[config.mk]
export PLATFORM = sky130hd
export DESIGN_NAME = vpx_outbound_xlate
export DESIGN_NICKNAME = d
export VERILOG_FILES = /design/src/rtl/vpx_pkg.sv /design/src/rtl/vpx_region_regs.sv /design/src/rtl/vpx_cfg_regs.sv /design/src/rtl/vpx_region_match.sv /design/src/rtl/vpx_prio_pick.sv /design/src/rtl/vpx_outbound_xlate.sv
export SDC_FILE = /design/constraint.sdc
export NUM_CORES = 2
export LEC_CHECK = 0
export CAP_MARGIN = 5
export CORE_MARGIN = 2
export CORE_UTILIZATION = 45
export DETAILED_ROUTE_END_ITERATION = 12
export DONT_BUFFER_PORTS = 1
export GPL_ROUTABILITY_DRIVEN = 1
export PLACE_DENSITY_LB_ADDON = 0.12
export RECOVER_POWER = 100
export SLEW_MARGIN = 20
export SYNTH_ARGS = -nofsm -noshare
export SYNTH_HDL_FRONTEND = slang
export SYNTH_SLANG_ARGS = --single-unit
[constraint.sdc]
create_clock -name clk -period 4.1 [get_ports clk]
set_input_delay 0.615 -clock clk [delete_from_list [all_inputs] [get_ports clk]]
set_output_delay 0.615 -clock clk [all_outputs]
set_load 0.05 [all_outputs]
[src/rtl/vpx_pkg.sv]
package vpx_pkg;

    localparam int WORD_W = 32;

    localparam logic [11:0] OFF_VIEW  = 12'h900;
    localparam logic [11:0] OFF_KIND  = 12'h904;
    localparam logic [11:0] OFF_CTRL  = 12'h908;
    localparam logic [11:0] OFF_BASEL = 12'h90C;
    localparam logic [11:0] OFF_BASEH = 12'h910;
    localparam logic [11:0] OFF_LIMIT = 12'h914;
    localparam logic [11:0] OFF_TGTL  = 12'h918;
    localparam logic [11:0] OFF_TGTH  = 12'h91C;

    typedef enum logic [2:0] {
        FLD_NONE,
        FLD_KIND,
        FLD_CTRL,
        FLD_BASEL,
        FLD_BASEH,
        FLD_LIMIT,
        FLD_TGTL,
        FLD_TGTH
    } vpx_field_e;

    typedef struct packed {
        logic              en;
        logic [2:0]        kind;
        logic [WORD_W-1:0] base_lo;
        logic [WORD_W-1:0] base_hi;
        logic [WORD_W-1:0] limit;
        logic [WORD_W-1:0] tgt_lo;
        logic [WORD_W-1:0] tgt_hi;
    } vpx_rgn_t;

endpackage

[src/rtl/vpx_region_regs.sv]
module vpx_region_regs
    import vpx_pkg::*;
(
    input  logic              clk,
    input  logic              rst_n,
    input  logic              wr_en,
    input  vpx_field_e        field,
    input  logic [WORD_W-1:0] wdata,
    output vpx_rgn_t          rgn_q
);

    vpx_rgn_t rgn_d;

    always_comb begin
        rgn_d = rgn_q;
        if (wr_en) begin
            case (field)
                FLD_KIND:  rgn_d.kind    = wdata[2:0];
                FLD_CTRL:  rgn_d.en      = wdata[WORD_W-1];
                FLD_BASEL: rgn_d.base_lo = wdata;
                FLD_BASEH: rgn_d.base_hi = wdata;
                FLD_LIMIT: rgn_d.limit   = wdata;
                FLD_TGTL:  rgn_d.tgt_lo  = wdata;
                FLD_TGTH:  rgn_d.tgt_hi  = wdata;
                default:   rgn_d = rgn_q;
            endcase
        end
    end

    always_ff @(posedge clk or negedge rst_n) begin
        if (!rst_n) rgn_q <= '0;
        else        rgn_q <= rgn_d;
    end


    untouched_rgn_chk: assert property (@(posedge clk) disable iff (!rst_n)
        !wr_en |=> $stable(rgn_q));

endmodule

[src/rtl/vpx_cfg_regs.sv]
module vpx_cfg_regs
    import vpx_pkg::*;
#(
    parameter int NUM_REGIONS = 4,
    parameter int CFG_AW      = 12
) (
    input  logic              clk,
    input  logic              rst_n,
    input  logic              cfg_wr,
    input  logic [CFG_AW-1:0] cfg_addr,
    input  logic [WORD_W-1:0] cfg_wdata,
    output logic [WORD_W-1:0] cfg_rdata,
    output vpx_rgn_t          rgn_o [NUM_REGIONS]
);

    localparam int IDX_W = (NUM_REGIONS > 1) ? $clog2(NUM_REGIONS) : 1;
    localparam int VPW   = IDX_W + 1;

    typedef struct packed {
        logic           dir;
        logic [VPW-1:0] idx;
    } view_t;

    view_t      view_d, view_q;
    vpx_field_e field;
    logic       view_hit;
    logic       sel_ok;
    vpx_rgn_t   cur;

    always_comb begin
        field    = FLD_NONE;
        view_hit = 1'b0;
        case (cfg_addr)
            OFF_VIEW:  view_hit = 1'b1;
            OFF_KIND:  field = FLD_KIND;
            OFF_CTRL:  field = FLD_CTRL;
            OFF_BASEL: field = FLD_BASEL;
            OFF_BASEH: field = FLD_BASEH;
            OFF_LIMIT: field = FLD_LIMIT;
            OFF_TGTL:  field = FLD_TGTL;
            OFF_TGTH:  field = FLD_TGTH;
            default:   field = FLD_NONE;
        endcase
    end

    assign sel_ok = !view_q.dir && (view_q.idx < VPW'(NUM_REGIONS));

    always_comb begin
        view_d = view_q;
        if (cfg_wr && view_hit) begin
            view_d.dir = cfg_wdata[WORD_W-1];
            view_d.idx = cfg_wdata[VPW-1:0];
        end
    end

    always_ff @(posedge clk or negedge rst_n) begin
        if (!rst_n) view_q <= '0;
        else        view_q <= view_d;
    end

    for (genvar g = 0; g < NUM_REGIONS; g++) begin : g_rgn
        vpx_region_regs u_regs (
            .clk   (clk),
            .rst_n (rst_n),
            .wr_en (cfg_wr && sel_ok && (view_q.idx == VPW'(g))),
            .field (field),
            .wdata (cfg_wdata),
            .rgn_q (rgn_o[g])
        );
    end

    assign cur = rgn_o[view_q.idx[IDX_W-1:0]];

    always_comb begin
        cfg_rdata = '0;
        if (view_hit) begin
            cfg_rdata[VPW-1:0]  = view_q.idx;
            cfg_rdata[WORD_W-1] = view_q.dir;
        end else if (sel_ok) begin
            case (field)
                FLD_KIND:  cfg_rdata[2:0]      = cur.kind;
                FLD_CTRL:  cfg_rdata[WORD_W-1] = cur.en;
                FLD_BASEL: cfg_rdata = cur.base_lo;
                FLD_BASEH: cfg_rdata = cur.base_hi;
                FLD_LIMIT: cfg_rdata = cur.limit;
                FLD_TGTL:  cfg_rdata = cur.tgt_lo;
                FLD_TGTH:  cfg_rdata = cur.tgt_hi;
                default:   cfg_rdata = '0;
            endcase
        end
    end


    view_capture_chk: assert property (@(posedge clk) disable iff (!rst_n)
        (cfg_wr && cfg_addr == OFF_VIEW) |=>
            (view_q.idx == $past(cfg_wdata[VPW-1:0]) && view_q.dir == $past(cfg_wdata[WORD_W-1])));


    view_hold_chk: assert property (@(posedge clk) disable iff (!rst_n)
        (cfg_addr != OFF_VIEW) |=> $stable(view_q));

endmodule

[src/rtl/vpx_region_match.sv]
module vpx_region_match
    import vpx_pkg::*;
(
    input  vpx_rgn_t    rgn,
    input  logic [63:0] req_addr,
    output logic        hit,
    output logic [63:0] xaddr
);

    logic [63:0] base;
    logic [63:0] tgt;

    assign base  = {rgn.base_hi, rgn.base_lo};
    assign tgt   = {rgn.tgt_hi, rgn.tgt_lo};
    assign hit   = rgn.en
                && (req_addr[63:32] == rgn.base_hi)
                && (req_addr[31:0] >= rgn.base_lo)
                && (req_addr[31:0] <= rgn.limit);
    assign xaddr = tgt + (req_addr - base);

endmodule

[src/rtl/vpx_prio_pick.sv]
module vpx_prio_pick #(
    parameter int N = 4
) (
    input  logic [N-1:0] hits,
    output logic [N-1:0] grant,
    output logic         any,
    output logic [((N > 1) ? $clog2(N) : 1)-1:0] idx
);

    localparam int IDX_W = (N > 1) ? $clog2(N) : 1;

    always_comb begin
        grant = '0;
        idx   = '0;
        for (int i = N - 1; i >= 0; i--) begin
            if (hits[i]) begin
                grant    = '0;
                grant[i] = 1'b1;
                idx      = IDX_W'(i);
            end
        end
    end

    assign any = |hits;

endmodule

[src/rtl/vpx_outbound_xlate.sv]
module vpx_outbound_xlate
    import vpx_pkg::*;
#(
    parameter int NUM_REGIONS = 4
) (
    input  logic        clk,
    input  logic        rst_n,
    input  logic        cfg_wr,
    input  logic [11:0] cfg_addr,
    input  logic [31:0] cfg_wdata,
    output logic [31:0] cfg_rdata,
    input  logic        req_valid,
    input  logic [63:0] req_addr,
    output logic        rsp_valid,
    output logic        rsp_hit,
    output logic        rsp_miss,
    output logic [63:0] rsp_addr,
    output logic [2:0]  rsp_type
);

    localparam int IDX_W = (NUM_REGIONS > 1) ? $clog2(NUM_REGIONS) : 1;

    typedef struct packed {
        logic        valid;
        logic        hit;
        logic        miss;
        logic [63:0] addr;
        logic [2:0]  kind;
    } rsp_t;

    vpx_rgn_t                rgns  [NUM_REGIONS];
    logic [63:0]             xaddr [NUM_REGIONS];
    logic [NUM_REGIONS-1:0]  hits;
    logic [NUM_REGIONS-1:0]  grant;
    logic [NUM_REGIONS-1:0]  en_vec;
    logic                    any_hit;
    logic [IDX_W-1:0]        win;
    rsp_t                    rsp_d, rsp_q;

    vpx_cfg_regs #(
        .NUM_REGIONS (NUM_REGIONS),
        .CFG_AW      (12)
    ) u_cfg (
        .clk       (clk),
        .rst_n     (rst_n),
        .cfg_wr    (cfg_wr),
        .cfg_addr  (cfg_addr),
        .cfg_wdata (cfg_wdata),
        .cfg_rdata (cfg_rdata),
        .rgn_o     (rgns)
    );

    for (genvar g = 0; g < NUM_REGIONS; g++) begin : g_match
        vpx_region_match u_match (
            .rgn      (rgns[g]),
            .req_addr (req_addr),
            .hit      (hits[g]),
            .xaddr    (xaddr[g])
        );
        assign en_vec[g] = rgns[g].en;
    end

    vpx_prio_pick #(.N(NUM_REGIONS)) u_pick (
        .hits  (hits),
        .grant (grant),
        .any   (any_hit),
        .idx   (win)
    );

    always_comb begin
        rsp_d       = '0;
        rsp_d.valid = req_valid;
        if (req_valid) begin
            if (any_hit) begin
                rsp_d.hit  = 1'b1;
                rsp_d.addr = xaddr[win];
                rsp_d.kind = rgns[win].kind;
            end else begin
                rsp_d.miss = 1'b1;
            end
        end
    end

    always_ff @(posedge clk or negedge rst_n) begin
        if (!rst_n) rsp_q <= '0;
        else        rsp_q <= rsp_d;
    end

    assign rsp_valid = rsp_q.valid;
    assign rsp_hit   = rsp_q.hit;
    assign rsp_miss  = rsp_q.miss;
    assign rsp_addr  = rsp_q.addr;
    assign rsp_type  = rsp_q.kind;


    single_winner_chk: assert property (@(posedge clk) disable iff (!rst_n)
        $onehot0(grant));


    miss_quiet_chk: assert property (@(posedge clk) disable iff (!rst_n)
        (rsp_valid && rsp_miss) |-> (rsp_type == 3'd0 && rsp_addr == 64'd0 && !rsp_hit));


    rsp_follows_req_chk: assert property (@(posedge clk) disable iff (!rst_n)
        req_valid |=> rsp_valid);


    hit_needs_enable_chk: assert property (@(posedge clk) disable iff (!rst_n)
        (req_valid && en_vec == '0) |=> !rsp_hit);

endmodule

; ---- Yosys cells after proc, flatten, opt, wreduce, memory -nomap -nowiden
; Index checks and enable logic that the tools add are counted.
[word_totals]
ff_bits = 730
input_bits = 112
out_inout_bits = 102
elab_cells = 154
[classes]
n_addsub = 8
magnitude_cmp = 11
n_eq_ne = 22
muxes = 26
bitwise_logic = 2
reduce_logical = 50
[op_table]
columns = op, count
row1 = $bmux W164 S2, 2
row2 = $mux W164, 2
row3 = $mux W163, 2
row4 = $add A64 B64 Y64, 4
row5 = $sub A64 B64 Y64, 4
row6 = $pmux W28 S5, 1
row7 = $bmux W64 S2, 1
row8 = $eq A32 B32 Y1, 4
row9 = $ge A32 B32 Y1, 4
row10 = $le A32 B32 Y1, 4
row11 = $mux W64, 2
row12 = $eq A12 B12 Y1 const B, 8
row13 = $mux W69, 1
row14 = $mux W67, 1
row15 = $reduce_and A2 Y1, 28
row16 = $mux W32, 1
row17 = $mux W28, 1
row18 = $pmux W3 S7, 1
row19 = $logic_and A1 B1 Y1, 19
row20 = $pmux W3 S6, 1
row21 = $eq A3 B2 Y1 const B, 4
row22 = $eq A3 B3 Y1 const B, 4
row23 = $mux W2, 4
row24 = $eq A3 B1 Y1 const B, 2
row25 = other kinds (9), 14

; ---- Depth between registers and ports, before layout
[logic_depth]
depth_word = 14
depth_mapped = 17
ltp_nobuf = 17

; ---- Hierarchy
; Synthesis repeated with hierarchy kept, for this count alone.
[hier_totals]
hier_cells = 6785
area_unflattened_um2 = 66790.3
[modules_own_cells]
columns = module, n_inst, cells_each, area_each_um2, seq_area_each_um2
row1 = vpx_region_regs, 4, 352, 6122.1, 4103.9
row2 = vpx_region_match at g_match[2].u_match, 1, 1170, 8346.8, 0.0
row3 = vpx_region_match at g_match[0].u_match, 1, 1164, 8200.4, 0.0
row4 = vpx_region_match at g_match[1].u_match, 1, 1165, 8147.8, 0.0
row5 = vpx_region_match at g_match[3].u_match, 1, 1140, 8049.0, 0.0
row6 = vpx_cfg_regs, 1, 424, 5694.2, 100.1
row7 = vpx_outbound_xlate, 1, 304, 3804.9, 1751.7
row8 = vpx_prio_pick, 1, 10, 58.8, 0.0

; ---- Least setup slack after synthesis
; No wires, ideal clock.
[synth_timing]
path_type = input to register
startpoint = input req_addr[14]
endpoint = register rsp_q, in the netlist rsp_addr[54]
setup_time_ps = 126
arrival_time_ps = 4063
required_time_ps = 3974
setup_slack_ps = -89
cell_stages = 16
n_path_buf = 1
path_cell_list = inv_1 -> fa_1 -> inv_1 -> ha_1 -> clkbuf_1 -> nand2_1 -> nor4_1 -> inv_1 -> a2111oi_0 -> nor3_1 -> o31a_1 -> o21a_1 -> o21ai_1 -> xor2_1 -> a32o_1 -> a221o_1
[synth_rtl]
columns = item, line_no
row1 = from (decl), vpx_outbound_xlate.sv:13  ; input logic [63:0] req_addr,
row2 = to (signal assigned), vpx_outbound_xlate.sv:86  ; else rsp_q <= rsp_d;
row3 = to (decl), vpx_outbound_xlate.sv:38  ; rsp_t rsp_d, rsp_q;

; ---- Final worst setup path
[layout_timing]
startpoint = register u_cfg.view_q[0] (netlist bit)
endpoint = register u_cfg.g_rgn[3].u_regs.rgn_q[112] (netlist bit)
[layout_via]
elab_chain_cells = 5
word_cells_on_any_way = 6
classes_between = order compare: 1 / eq/ne: 1 / reduce/logical: 4
[layout_lines]
columns = item, line_no
row1 = from (decl), vpx_cfg_regs.sv:24  ; view_t view_d, view_q;
row2 = from (signal assigned), vpx_cfg_regs.sv:58  ; else view_q <= view_d;
row3 = $lt A3 B3 Y1, vpx_cfg_regs.sv:46  ; assign sel_ok = !view_q.dir && (view_q.idx < VPW'(NUM_REGIONS));
row4 = $logic_and A1 B1 Y1, vpx_cfg_regs.sv:46
row5 = $logic_and A1 B1 Y1, vpx_cfg_regs.sv:65  ; .wr_en (cfg_wr && sel_ok && (view_q.idx == VPW'(g))),
row6 = $logic_and A1 B1 Y1 (*), vpx_cfg_regs.sv:65
row7 = $reduce_and A2 Y1 (no source line) (*), -
row8 = to (signal assigned), vpx_region_regs.sv:32  ; else rgn_q <= rgn_d;
row9 = to (decl), vpx_region_regs.sv:9  ; output vpx_rgn_t rgn_q
; Mark *: on every way between the ends. The rest lies on a longest branch, timed or not.
; A chain may end at the register's enable or synchronous reset.

==> impl_metrics.csv <==
group,metric,value,unit
detailed_routing,drt-met1-wl,128,mm
grt,grt-ovfl-total,0,
worst_setup_path,critical_path_arrival,4.87,ns
status,violations,"hold timing, capacitance limit, slew limit, setup timing",
power_and_ir_drop,cellPowerDensity,252,nW/um^2
cells_and_area,mostFrequentLayoutCells,"buf_4 (1342), inv_1 (1266), nand2_1 (805), dfrtp_1 (711), o21ai_0 (646)",
yosys,synth.top_cell.area_share,28.4,%
clock_network,cts_root_buffer,"clkbuf_16",
timing,fmax,234,MHz
floorplan,die_area,146000,um^2
cells_and_area,drive_gt1_share,28.7,%
worst_setup_path,path_max_fanout,34,
worst_setup_path,reg2regPathDepth,8,
timing,fin_tns_setup,-5.63,ns
yosys,synth_area_per_cell,8.77,um^2
yosys,synth_top_cell_by_area,"dfrtp_1",
grt,grt_antenna_before_repair,35,
floorplan,die_y,382,um
placed_design,dpl.hpwl,254,mm
floorplan,die_w,382,um
hold_path,hp-class,"in2async",
yosys,synth_edf_count,0,
detailed_routing,drt_iter0_markers,7152,
yosys,synth_area,64400,um^2
floorplan,rows,138,
timing,fin_ws,-0.177,ns
timing,holdWs,-0.0320,ns
floorplan,io_pins,214,
clock_network,htree_levels,3,
clock_network,cts_tree,"built",
timing,finalSetupViolations,80,
timing,report.final.slew_viol_count,627,
worst_setup_path,path_class,"reg2reg",
detailed_routing,vias,63000,
timing,layout_min_cycle_time,4.28,ns
timing,rsz0062_at_grt,"true",
cells_and_area,final_nets,9651,
yosys,ys_seq_elements,730,
placed_design,placed_area,76700,um^2
yosys,syn-num-nets,8339,
placed_design,dp_slack,-0.927,ns
detailed_routing,met2_length,140,mm
timing,fin_crit_sh,104,%
detailed_routing,via_per_inst,5.93,
placed_design,gp_congestion,1.07,
grt,grt_pass1_wl,456,mm
clock_network,cts.sinks,730,
floorplan,start_util,45.4,%
clock_network,clkTransAtPathRegs,0.06,ns
yosys,yosysSeqAreaShare,28.4,%
detailed_routing,wl_met3,37.4,mm
power_and_ir_drop,leakage,40.3,nW
yosys,syn_inst,7339,
detailed_routing,ant_nets,0,
cells_and_area,syn_to_final_growth,30.9,%
grt,grt_pass1_vias,62500,
worst_setup_path,crit_path_start_kind,"flop",
yosys,synthFlopType,"dfrtp_1",
cells_and_area,mostFrequentLayoutCell,"buf_4",
detailed_routing,wl_per_cell,30.7,um
detailed_routing,route.detailed.drc,0,
power_and_ir_drop,ir_worst_vdd,0.000350,V
status,status,"finished, violations left",
clock_network,cts_buffer_depth,3,
detailed_routing,routed_wl,326,mm
cells_and_area,fin_area,84300,um^2
timing,maxSlewHeadroom,-79.9,%
floorplan,core_area,142000,um^2
worst_setup_path,cp_data_required_time,4.69,ns
detailed_routing,highest_layer,"met5",
timing,skew,0.0407,ns
yosys,synth.distinct_cells,93,
grt,grt_max_degree,731,
placed_design,port_buffers,0,
timing,finalHoldViolCount,5,
detailed_routing,firstDrtPassIters,6,
grt,grt_use_total,43.9,%
yosys,synth.area.top_cells,"dfrtp_1 (28%), ha_1 (12%), fa_1 (7.8%)",
timing,worstMarginPinSlew,2.70,ns
flow_run,drv_cap,13,
worst_setup_path,endpoint_kind,"flop",
clock_network,cts_buffers,91,
clock_network,insertion_delay,0.76,ns
yosys,async_flop_share,100,%
yosys,yosysWarnings,0,
## registers in the layout, indices dropped and copies added, names as in the netlist
name / count
rsp_miss: 1
u_cfg.view_q: 4
u_cfg.g_rgn.u_regs.rgn_q: 656
rsp_type: 3
rsp_hit: 1
rsp_valid: 1
rsp_addr: 64
## cell usage after synthesis, types with 27 or more instances
cell type  number
and3_1         32
ha_1          636
inv_1        1288
fa_1          252
o21a_1         27
xor2_1         91
a211oi_1       51
a22oi_1        55
a221oi_1       44
dfrtp_1       730
xnor2_1       154
o21ai_0       703
nor2_1        281
nor3_1         70
nand2b_1       28
a31oi_1        45
nor4_1         27
mux4_2        165
buf_1          39
a21o_1        139
mux2_2        227
nand3_1        91
a21oi_1       428
mux2i_1        35
o21bai_1       58
nand4_1       139
o211ai_1       46
nand2_1       819
clkbuf_1      299
## timing repair
item / CTS / global route
endpoints found under the hold margin: 1125 / 2
setup endpoints to repair: 97 / 93
hold buffers: 67 / 1
buffers inserted: 45 / 55
gates resized for setup: 270 / 389
pin swaps: 71 / 185
cloned: 3 / 2
## final timing paths
kind,startpoint,to,slack (ns)
hold / removal,rst_n,u_cfg.g_rgn[1].u_regs.rgn_q[106]$_DFFE_PN0P_,-0.03
max in group asynchronous,rst_n,u_cfg.g_rgn[0].u_regs.rgn_q[54]$_DFFE_PN0P_,0.58
setup / recovery,u_cfg.view_q[0]$_DFFE_PN0P_,u_cfg.g_rgn[3].u_regs.rgn_q[112]$_DFFE_PN0P_,-0.18
min in group clk,cfg_wdata[21],u_cfg.g_rgn[1].u_regs.rgn_q[53]$_DFFE_PN0P_,0.02
hold reg to reg,u_cfg.g_rgn[1].u_regs.rgn_q[83]$_DFFE_PN0P_,u_cfg.g_rgn[1].u_regs.rgn_q[83]$_DFFE_PN0P_,0.53
setup reg to reg,u_cfg.view_q[0]$_DFFE_PN0P_,u_cfg.g_rgn[3].u_regs.rgn_q[112]$_DFFE_PN0P_,-0.18
## metrics by stage
stage	util, %	instances	hold WS, ns	power, mW
2_1_floorplan	-	7339	0.319	9.65
3_3_place_gp	54.1	10300	0.334	11.7
3_5_place_dp	54.1	10300	0.334	11.7
4_1_cts	58.0	10600	-0.447	20.8
5_1_grt	59.4	10600	0.000137	21.8
6_report	59.5	10600	-0.0320	21.2
## layout make-up
cell class,instances,area [um^2]
well taps,1890,2360
fillers,12700,57500
repair buffers,1581,13100
inverters,1288,4830
clock buffers,121,2550
multi-input cells,4959,42500
diodes,19,47.5
clock inverters,43,637
flip-flops and latches,730,18300
## worst max-delay path, cell delays in order, from the launching register on
cell and delay (ns):
dfrtp_4 0.46, buf_16 0.18, clkbuf_1 0.34, clkbuf_16 0.29, nand4_1 0.09, clkbuf_1 0.24, nor2_1 1.49, clkbuf_4 0.79
o21ai_0 0.18
## cells by family (layout without fill, tap and decap cells)
group                      count (synthesis)  in the layout  synth area share [%]
AOI/OAI and AO/OA                       1811           1811                  17.2
xor gates and xnor gates                 245            245                  3.33
adders and majority gates                888            888                  20.2
buffers and inverters                   1650           3033                  9.68
DFF                                      730            730                  28.4
muxes                                    427            427                  10.3
other                                      0             19                     0
and+or+nand+nor                         1588           1588                  11.0
## power by group
| group | internal [mW] | leakage [nW] | switching, mW |
|---|---|---|---|
| Clock | 5.05 | 1.55 | 3.74 |
| Combinational | 2.19 | 30.9 | 3.05 |
| Sequential | 7.22 | 7.89 | 0.0124 |
| Total | 14.5 | 40.3 | 6.80 |
## per-layer routing
metal,vias up,track usage [%]
met2,3322,66.5
met1,31400,56.6
met5,-,0
met3,756,13.8
li1,27500,-
met4,18,21.6
No activity file was read; power rests on OpenSTA's default activity.
